### config.mk
export PLATFORM = sky130hd
export DESIGN_NAME = buzz_env_gen
export DESIGN_NICKNAME = d
export VERILOG_FILES = /design/src/rtl/bzr_pkg.sv /design/src/rtl/bzr_divider.sv /design/src/rtl/bzr_envelope.sv /design/src/rtl/bzr_pwm.sv /design/src/rtl/buzz_env_gen.sv
export SDC_FILE = /design/constraint.sdc
export NUM_CORES = 1
export LEC_CHECK = 0
export ABC_AREA = 1
export CAP_MARGIN = 30
export CORE_ASPECT_RATIO = 0.75
export CORE_UTILIZATION = 58
export CTS_CLUSTER_DIAMETER = 80
export DETAILED_ROUTE_END_ITERATION = 8
export PLACE_DENSITY = 0.87
export REMOVE_ABC_BUFFERS = 1
export SYNTH_ARGS = -nofsm -noshare
export SYNTH_HDL_FRONTEND = slang
export SYNTH_SLANG_ARGS = --single-unit
### constraint.sdc
create_clock -name clk -period 5 [get_ports clk]
set_clock_uncertainty 0.1 [all_clocks]
set_input_delay 1 -clock clk [delete_from_list [all_inputs] [get_ports clk]]
set_output_delay 1 -clock clk [all_outputs]
set_load 0.005 [all_outputs]
### src/rtl/bzr_pkg.sv
package bzr_pkg;
  localparam int SEL_W   = 3;
  localparam int LEVEL_W = 3;
  localparam int HALF_W  = 4;
  localparam logic [LEVEL_W-1:0] LEVEL_FULL = '1;

  // half of the divide ratio for each frequency code
  function automatic logic [HALF_W-1:0] half_ratio(input logic [SEL_W-1:0] sel);
    case (sel)
      3'd0: half_ratio = 4'd4;
      3'd1: half_ratio = 4'd5;
      3'd2: half_ratio = 4'd6;
      3'd3: half_ratio = 4'd7;
      3'd4: half_ratio = 4'd8;
      3'd5: half_ratio = 4'd10;
      3'd6: half_ratio = 4'd12;
      default: half_ratio = 4'd14;
    endcase
  endfunction
endpackage

### src/rtl/bzr_divider.sv
module bzr_divider
  import bzr_pkg::*;
(
  input  logic             clk,
  input  logic             rst_n,
  input  logic [SEL_W-1:0] req_sel,
  output logic [SEL_W-1:0] act_sel,
  output logic             sq
);
  logic [HALF_W-1:0] cnt;
  logic              wrap;

  assign wrap = (cnt == half_ratio(act_sel) - 4'd1);

  always_ff @(posedge clk) begin
    if (!rst_n) begin
      cnt     <= '0;
      sq      <= 1'b0;
      act_sel <= '0;
    end else if (wrap) begin
      cnt <= '0;
      sq  <= ~sq;
      // a new period begins at the rising edge: adopt the pending code
      if (!sq) act_sel <= req_sel;
    end else begin
      cnt <= cnt + 4'd1;
    end
  end
endmodule

### src/rtl/bzr_envelope.sv
module bzr_envelope
  import bzr_pkg::*;
#(
  parameter int HALF_SEC_CYCLES = 16384
) (
  input  logic               clk,
  input  logic               rst_n,
  input  logic               env_en,
  input  logic               env_slow,
  input  logic               restart,
  output logic [LEVEL_W-1:0] level
);
  localparam int STEP_SHORT = HALF_SEC_CYCLES / 8;
  localparam int STEP_LONG  = HALF_SEC_CYCLES / 4;
  localparam int TW         = $clog2(STEP_LONG);

  logic [TW-1:0] tcnt;
  logic [TW-1:0] step_last;

  assign step_last = env_slow ? TW'(STEP_LONG - 1) : TW'(STEP_SHORT - 1);

  always_ff @(posedge clk) begin
    if (!rst_n || !env_en || restart) begin
      level <= LEVEL_FULL;
      tcnt  <= '0;
    end else if (level != '0) begin
      if (tcnt >= step_last) begin
        tcnt  <= '0;
        level <= level - 1'b1;
      end else begin
        tcnt <= tcnt + 1'b1;
      end
    end
  end
endmodule

### src/rtl/bzr_pwm.sv
module bzr_pwm
  import bzr_pkg::*;
(
  input  logic               clk,
  input  logic               rst_n,
  input  logic [LEVEL_W-1:0] level,
  output logic               gate
);
  localparam logic [LEVEL_W-1:0] FRAME_LAST = LEVEL_FULL - 1'b1;

  logic [LEVEL_W-1:0] pcnt;

  always_ff @(posedge clk) begin
    if (!rst_n)                  pcnt <= '0;
    else if (pcnt == FRAME_LAST) pcnt <= '0;
    else                         pcnt <= pcnt + 1'b1;
  end

  assign gate = (pcnt < level);
endmodule

### src/rtl/buzz_env_gen.sv
module buzz_env_gen
  import bzr_pkg::*;
#(
  parameter int HALF_SEC_CYCLES = 16384
) (
  input  logic       clk,
  input  logic       rst_n,
  input  logic       cfg_we,
  input  logic [5:0] cfg_wdata,
  output logic [5:0] cfg_rdata,
  input  logic       out_en,
  output logic       buzz,
  output logic       buzz_n,
  output logic [2:0] env_level,
  output logic       pwm_out
);
  logic [SEL_W-1:0] freq_q;
  logic             env_en_q;
  logic             env_slow_q;
  logic             restart;
  logic [SEL_W-1:0] act_sel;
  logic             sq;
  logic             gate;

  assign restart = cfg_we & cfg_wdata[5];

  always_ff @(posedge clk) begin
    if (!rst_n) begin
      freq_q     <= '0;
      env_en_q   <= 1'b0;
      env_slow_q <= 1'b0;
    end else if (cfg_we) begin
      freq_q     <= cfg_wdata[2:0];
      env_en_q   <= cfg_wdata[3];
      env_slow_q <= cfg_wdata[4];
    end
  end

  assign cfg_rdata = {1'b0, env_slow_q, env_en_q, freq_q};

  bzr_divider u_div (
    .clk(clk), .rst_n(rst_n), .req_sel(freq_q), .act_sel(act_sel), .sq(sq)
  );

  bzr_envelope #(.HALF_SEC_CYCLES(HALF_SEC_CYCLES)) u_env (
    .clk(clk), .rst_n(rst_n), .env_en(env_en_q), .env_slow(env_slow_q),
    .restart(restart), .level(env_level)
  );

  bzr_pwm u_pwm (
    .clk(clk), .rst_n(rst_n), .level(env_level), .gate(gate)
  );

  assign pwm_out = gate;
  assign buzz    = out_en & gate & sq;
  assign buzz_n  = out_en & gate & ~sq;
endmodule

# --- Yosys cells after proc, flatten, opt, wreduce, memory -nomap -nowiden ---
# Cells that the tools add are included.
classes:
  addsub: 5
  n_lt_le_gt_ge: 2
  eq_ne: 8
  muxes: 3
  n_bitwise: 6
  reduce_logical: 10
op_table:
  columns: ["cell", "count"]
  rows:
  - ["4-bit one-hot mux with 7 select lines", 1]
  - ["12-bit 2-to-1 mux", 2]
  - ["12-bit by 1-bit adder with 12-bit output (second input constant)", 1]
  - ["3-bit == test (second input constant)", 4]
  - ["12-bit greater-or-equal comparator", 1]
  - ["3-bit by 2-bit == test with 1-bit output (second input constant)", 2]
  - ["4-bit by 1-bit adder with 4-bit output (second input constant)", 1]
  - ["1-bit bitwise AND", 4]
  - ["4-bit == test", 1]
  - ["2-bit AND reduction", 2]
  - ["2-bit OR reduction", 2]
  - ["4-bit by 1-bit subtractor with 4-bit output (second input constant)", 1]
  - ["3-bit by 1-bit adder with 3-bit output (second input constant)", 1]
  - ["3-bit by 1-bit == test with 1-bit output (second input constant)", 1]
  - ["3-bit logical NOT", 1]
  - ["3-bit less-than comparator", 1]
  - ["3-bit nonzero test", 1]
  - ["3-bit by 1-bit subtractor with 3-bit output (second input constant)", 1]
  - ["1-bit logical NOT", 2]
  - ["1-bit logical OR", 2]
  - ["1-bit NOT", 2]
word_totals:
  ff_bits: 31
  input_bits: 10
  out_inout_bits: 12

# --- Logic depth before layout (Yosys ltp) ---
# Gate-level depths: netlist of the first run.
logic_depth:
  word_depth: 5
  mapped_depth: 13
  mapped_depth_nobuf: 13

# --- Modules after synthesis ---
# Synthesis of the first run repeated with hierarchy kept, for this count alone.
hier_totals:
  hier_cells: 254
  area_unflattened_um2: 1846.8
modules_own_cells:
  columns: ["mod", "instances", "cells_per_inst", "area_per_inst_um2", "seq_area_each_um2"]
  rows:
  - ["bzr_envelope", 1, 113, 885.8, 300.3]
  - ["bzr_divider", 1, 74, 498.0, 160.2]
  - ["buzz_env_gen", 1, 41, 266.5, 100.1]
  - ["bzr_pwm", 1, 26, 196.4, 60.1]

# --- Worst setup path before layout of the first run ---
# No wires, ideal clock.
synth_path:
  kind: "register to output"
  from: "reg u_env.level[2]"
  to: "out buzz"
  t_arrival_ns: 1.370
  setup_slack_ns: 2.530
  path_stages_with_launch: 8
  cell_sequence: "dfxtp_1 -> inv_1 -> ha_1 -> nand2_1 -> a21oi_1 -> a211oi_1 -> nand2_1 -> nor2_1"
synth_between:
  elab_chain_len: 3
synth_rtl:
  columns: ["element", "line_no", "rtl"]
  rows:
  - ["start, declared", "bzr_envelope.sv:11", "output logic [LEVEL_W-1:0] level"]
  - ["start signal, assigned", "bzr_envelope.sv:29", "level <= level - 1'b1;"]
  - ["3-bit less-than comparator", "bzr_pwm.sv:19", "assign gate = (pcnt < level);"]
  - ["named net pwm_out", "buzz_env_gen.sv:15", "output logic pwm_out"]
  - ["1-bit bitwise AND (2 in a row)", "buzz_env_gen.sv:55", "assign buzz = out_en & gate & sq;"]
  - ["end, declared", "buzz_env_gen.sv:12", "output logic buzz,"]
# The timed path passes the listed nets, and every way through them passes these cells.

# --- Final worst setup path of the first run ---
layout_path:
  from: "reg u_env.level[2]"
  to: "out buzz_n"
layout_between:
  elab_chain_len: 3
layout_rtl:
  columns: ["element", "line_no", "rtl"]
  rows:
  - ["3-bit less-than comparator", "bzr_pwm.sv:19", null]
  - ["1-bit bitwise AND (2 in a row)", "buzz_env_gen.sv:56", "assign buzz_n = out_en & gate & ~sq;"]
  - ["end, declared", "buzz_env_gen.sv:13", "output logic buzz_n,"]
# Every way passes these cells.

==> key figures, run 1 <==
Status
  – Status: finished clean

Timing
  – Min Tclk post-route: 3.31 ns
  – Final Hold Slack: 0.347 ns
  – Max Clk Rate: 303 MHz
  – Final Hold Fails: 0
  – Final TNS setup: 0 ns
  – Final setup vio count: 0
  – Unrepaired setup endpoints after global routing: false
  – Final worst-path cycle share: 66.1%
  – Max Slew Vio Count: 0

Synthesis
  – Seq/Total Area, Yosys: 37.1%
  – Syn Inst Count: 218
  – Synthesized area per cell: 7.67 um^2
  – Area contributors post-synth: dfxtp_1, nand2_1, ha_1
  – Synth unique cells: 31
  – Adder-cell share of the synthesized area: 7.48%
  – Xor and xnor area share after synthesis: 5.24%
  – Synth Area in Compound Gates: 8.75%
  – Synth Register Bits: 31
  – Warnings, synthesis: 0
  – Cell Area, Synth: 1670 um^2
  – Synth Area in Simple Gates: 31.5%
  – Mux share of post-synthesis cell area: 0%
  – Top cell type's share of synthesized area: 37.1%
  – Largest family of logic cells by synthesized area: simple AND/OR/NAND/NOR gates
  – Yosys top cell by area: dfxtp_1

Drt
  – Detail Route Antenna Nets: 0
  – DR DRC count: 0
  – Routed wire length: 3160 um
  – Vias/cell: 4.94
  – TritonRoute pass-1 iters: 4
  – Vias: 1367
  – Iteration-0 DRC Markers: 89
  – Wire per inst: 11.4 um

CTS
  – CTS Buffer Depth: 2
  – Root Driver: clkbuf_8
  – CTS tree: built
  – Worst-path clk slew: 0.06 ns
  – Post-CTS sizing: 0
  – Max H-tree Level: 2
  – Worst-skew pair later-pin latency: 0.29 ns
  – Post-CTS setup buffers: 0
  – Post-CTS Hold Buffers: 0
  – Sink Count: 31
  – Number of CTS-inserted buffers: 5

Placement
  – Placed cell area: 1870 um^2
  – Placer Congestion: 0.850
  – IO buf count: 20
  – Detail Placement HPWL: 2360 um

Die
  – Core Region: 2660 um^2
  – DIE WIDTH: 64.0 um
  – FP Rows: 16
  – Starting Density: 62.8%
  – Die height: 48.5 um
  – DIE AREA: 3110 um^2
  – # IOs: 22

Critical path
  – CP max FO: 4
  – Critical path required time: 3.90 ns
  – Kind of critical path: reg -> out
  – Critical Path Source Type: register
  – CP arrival: 2.21 ns
  – Worst Setup End Kind: output port

Cells and area
  – Final instance area: 1950 um^2
  – Layout cells sized above 1: 15.4%
  – Filler cell count: 201
  – Number of nets in the layout: 260
  – Syn-to-layout area delta: 16.8%
  – Antenna diode count: 0

Power
  – Leakage: 0.000827 uW
  – Total Power: 607 uW
  – Cell Pwr Density: 311 nW/um^2
  – Max VDD drop: 0.198 mV

Run
  – Max-cap viol count: 0

Worst hold path
  – HP Class: reg -> reg

Global routing
  – Vias in the first global route: 1237
  – Initial antenna violation count: 0
  – Global-route wire length before repair: 5330 um
  – Maximum number of pins on one net before global-route repair: 13
  – Tot GR Track Use: 23.3%
  – Total grt overflow: 0
## per-stage QoR
stage	instances	worst slack (ns)	util (%)
floorplan	213	2.53	-
global placement	269	1.79	70.3
detailed placement	269	1.79	70.3
CTS	277	1.68	73.4
global route	277	1.49	73.4
finish	277	1.69	73.4
## final timing paths
path | start | to | slack, ns | cells after the start
worst max-delay path | u_env.level[2] | buzz_n | 1.69 | 8
worst min-delay path | u_pwm.pcnt[0] | u_pwm.pcnt[0] | 0.35 | 1
worst max register to register | u_div.act_sel[0] | u_div.act_sel[1] | 3.14 | 13
worst min register to register | u_pwm.pcnt[0] | u_pwm.pcnt[0] | 0.35 | 1
## registers in the layout (all words and copies together) (netlist names)
signal	cells
env_en_q	1
u_div.sq	1
u_env.level	3
u_div.cnt	4
u_pwm.pcnt	3
env_slow_q	1
freq_q	3
u_div.act_sel	3
u_env.tcnt	12
## synth_stat cells, drive strengths merged
cell type  count
nand2         46
nor2          38
dfxtp         31
inv           30
nand3         16
ha            10
a21oi          9
o21ai          7
xor2           7
nand4          5
buf            4
xnor2          3
a211oi         2
nor3           2
o21bai         2
a31o           1
clkbuf         1
clkinv         1
conb           1
nand3b         1
o211ai         1
## cell usage in the layout (no fill, tap or decap), types with 2 or more instances in the layout
| master | count |
|---|---|
| nand2_1 | 42 |
| nor2_1 | 21 |
| nand3_1 | 14 |
| a21oi_1 | 8 |
| nand3_2 | 2 |
| clkbuf_1 | 2 |
| xor2_1 | 7 |
| nor2_4 | 2 |
| o21ai_0 | 7 |
| clkbuf_8 | 5 |
| dfxtp_1 | 31 |
| nor3_1 | 2 |
| inv_1 | 26 |
| nand4_1 | 5 |
| nand2_4 | 2 |
| ha_1 | 10 |
| nand2_2 | 2 |
| inv_2 | 4 |
| nor2_2 | 15 |
| clkdlybuf4s50_1 | 20 |
| xnor2_1 | 3 |
## critical path, cell delays in order (launching register included)
cell,delay [ns]
dfxtp_1,0.43
inv_1,0.09
ha_1,0.31
nand2_1,0.06
a21oi_1,0.04
a211oi_1,0.27
nand2_1,0.11
nor2_1,0.10
clkdlybuf4s50_1,0.50
## area by class of cell
cell class                 instances  area (um^2)  area share [%]
tap                               36         45.0            2.31
clock buffer                       7         76.3            3.91
multi-input combinational        151          890            45.5
timing repair buffer              20          200            10.2
clock inverter                     1         5.00           0.256
sequential                        31          621            31.8
inverter                          31          116            5.96
## layer usage
| layer | track usage [%] | share of wire [%] | vias to the layer above |
|---|---|---|---|
| met5 | 0 | 0 | - |
| met4 | 15.9 | 2.6 | 0 |
| met3 | 5.66 | 4.3 | 8 |
| met2 | 32.6 | 40 | 26 |
| met1 | 31.4 | 53 | 606 |
| li1 | - | - | 727 |
## where the power goes
group / total (uW) / leakage [uW] / switching [uW] / internal (uW)
clock: 191 / 0.0000422 / 93.4 / 97.4
combinational: 131 / 0.000532 / 75.3 / 55.3
sequential: 286 / 0.000253 / 19.2 / 267
## cell families after synthesis
| kind of cell | count (synthesis) |
|---|---|
| AOI/OAI and AO/OA | 22 |
| adders and majority gates | 10 |
| DFF | 31 |
| other | 1 |
| and+or+nand+nor | 108 |
| xor gates and xnor gates | 10 |
| buffers and inverters | 36 |
Note: power is estimated with default switching activity, not from simulation.
==> inputs of run 2 (changes only) <==
--- a/config.mk
+++ b/config.mk
@@ -8,10 +8,10 @@
 export ABC_AREA = 1
 export CAP_MARGIN = 30
 export CORE_ASPECT_RATIO = 0.75
-export CORE_UTILIZATION = 58
+export CORE_UTILIZATION = 49
 export CTS_CLUSTER_DIAMETER = 80
 export DETAILED_ROUTE_END_ITERATION = 8
-export PLACE_DENSITY = 0.87
+export PLACE_DENSITY = 0.79
 export REMOVE_ABC_BUFFERS = 1
 export SYNTH_ARGS = -nofsm -noshare
 export SYNTH_HDL_FRONTEND = slang
==> constraint.sdc (replaced) <==
create_clock -name clk -period 2.8 [get_ports clk]
set_clock_uncertainty 0.1 [all_clocks]
set_input_delay 0.56 -clock clk [delete_from_list [all_inputs] [get_ports clk]]
set_output_delay 0.56 -clock clk [all_outputs]
set_load 0.005 [all_outputs]
==> run 2 against run 1 <==
Against the previous run: largest cell class unchanged; power up 86%; critical path type unchanged; setup slack lost 1.6 ns; die area grew 18%; sequential power up 78%; global-route usage down 4.0 points; non-clock buffer count rose by 2; hold slack gained 0.0021 ns; clock power rose by 100%.
==> key figures, run 2 (synthesized netlist as in run 1, its figures left out) <==
Critical path
  – CP max stage delay: 0.50 ns
  – Critical path startpoint: u_env.level[2]
  – Cell chain of the critical path: inv_1 > ha_4 > nand2_1 > a21oi_1 > a211oi_2 > nand2_1 > nor2_1 > clkdlybuf4s50_1
  – Crit path capture: buzz
  – Critical Path Source Type: register
  – RR Startpoint: u_div.act_sel[0]
  – Most used cell, CP: nand2_1
  – Reg-to-Reg End: u_div.act_sel[0]
  – Worst Setup End Kind: output port
  – CP arrival: 2.03 ns
  – Reg2Reg Setup Slack: 0.99 ns
  – Slowest stage cell, crit path: clkdlybuf4s50_1
  – Bufs and invs on worst path: 2
  – CP max FO: 4
  – Critical path required time: 2.14 ns
  – CP top delay family: buffers and inverters
  – Instance count on the critical path: 8
  – Worst R2R Path Depth: 13
  – Kind of critical path: reg -> out

Global routing
  – Tot GR Track Use: 19.3%
  – Maximum number of pins on one net before global-route repair: 13
  – Vias in the first global route: 1320
  – Global-route wire length before repair: 5410 um
  – Total grt overflow: 0
  – Initial antenna violation count: 0

CTS
  – Sink Count: 31
  – CTS tree: built
  – Number of CTS-inserted buffers: 5
  – Max H-tree Level: 2
  – Worst-skew pair later-pin latency: 0.28 ns
  – Root Driver: clkbuf_8
  – Post-CTS Hold Buffers: 0
  – Worst-path clk slew: 0.06 ns
  – CTS Buffer Depth: 2

Timing
  – Unrepaired setup endpoints after global routing: false
  – Final worst setup slack: 0.108 ns
  – Max Slew Vio Count: 0
  – Normalized max-slew margin: 66.8%
  – Max Clk Rate: 371 MHz
  – Slew @ Worst Pin: 0.498 ns
  – Min Tclk post-route: 2.69 ns
  – Final TNS setup: 0 ns
  – Final Hold Fails: 0
  – Final Hold Slack: 0.349 ns
  – Final setup vio count: 0
  – Final worst-path cycle share: 96.2%

Drt
  – Routed wl met3: 155 um
  – DR DRC count: 0
  – Wire per inst: 11.4 um
  – Routed wire length: 3190 um
  – Top Metal Used: met4
  – Detail Route Antenna Nets: 0
  – Met1 Wirelength: 1620 um
  – Iteration-0 DRC Markers: 81
  – TritonRoute pass-1 iters: 4
  – Vias/cell: 4.77
  – Vias: 1339
  – DR WL met2: 1360 um

Placement
  – Detail Placement HPWL: 2380 um
  – IO buf count: 20
  – Dpl ws: 0.237 ns
  – Placer Congestion: 0.797

Cells and area
  – Reg with most FFs: u_env.tcnt
  – Antenna diode count: 0
  – Util after Layout: 65.2%
  – Number of nets in the layout: 262
  – Syn-to-layout area delta: 20.3%
  – Top Registers: u_env.tcnt: 12 flops, u_div.cnt: 4 flops
  – Commonest non-fill, non-tap cells in the layout: nand2_1, dfxtp_1, inv_1
  – Largest register FFs: 12
  – Commonest non-fill, non-tap cell in the layout: nand2_1
  – Layout cells sized above 1: 18.1%

Die
  – # IOs: 22
  – Core Region: 3080 um^2
  – FP Rows: 17
  – Starting Density: 54.2%
  – Die height: 52.6 um
  – DIE WIDTH: 69.5 um
  – DIE AREA: 3650 um^2

Power
  – Leakage: 0.000842 uW
  – Max VDD drop: 0.340 mV
  – Cell Pwr Density: 560 nW/um^2

Status
  – Status: finished clean

Worst hold path
  – HP Class: reg -> reg
  – Hold-critical path depth: 1

Run
  – Max-cap viol count: 0
## run 2: layout make-up
type                            instances  area [um^2]
Clock buffer                            8          100
Fill cell                             262         1070
Inverter                               31          116
Multi-Input combinational cell        151          907
Sequential cell                        31          626
Tap cell                               38         47.5
Timing Repair Buffer                   22          215
## run 2: worst min path at each step
stage | start | endpoint | slack [ns]
floorplan | u_pwm.pcnt[0] | u_pwm.pcnt[0] | 0.32
global placement | u_pwm.pcnt[0] | u_pwm.pcnt[0] | 0.33
detailed placement | u_pwm.pcnt[0] | u_pwm.pcnt[0] | 0.34
CTS | u_pwm.pcnt[0] | u_pwm.pcnt[0] | 0.35
finish | u_pwm.pcnt[0] | u_pwm.pcnt[0] | 0.35
global route | u_pwm.pcnt[0] | u_pwm.pcnt[0] | 0.39
## run 2: power by group
| part | internal (uW) | switching [uW] | leakage [uW] |
|---|---|---|---|
| Clock | 224 | 159 | 0.0000515 |
| Sequential | 475 | 34.9 | 0.000252 |
| Combinational | 102 | 132 | 0.000538 |
## run 2: what timing repair did
action                                 4_1_cts  5_1_grt
pin swaps                                    0        1
endpoints found under the hold margin        0        0
gates resized for setup                      2        3
gates cloned                                 0        0
buffers inserted                             0        1
setup endpoints to repair                    2        2
## run 2: through the flow
step                      instance area [um^2]  std cells  total power, uW
after floorplan                           1630        213              682
after global placement                    1880        272              741
after detailed placement                  1880        272              746
after CTS                                 1990        280             1140
after global routing                      2010        281             1200
final                                     2010        281             1130
## run 2: per-layer routing
layer  global-route usage, %  vias up
met2                    32.7       23
met5                       0        -
met3                    6.35        8
met1                    22.7      573
li1                        -      735
met4                    8.16        0
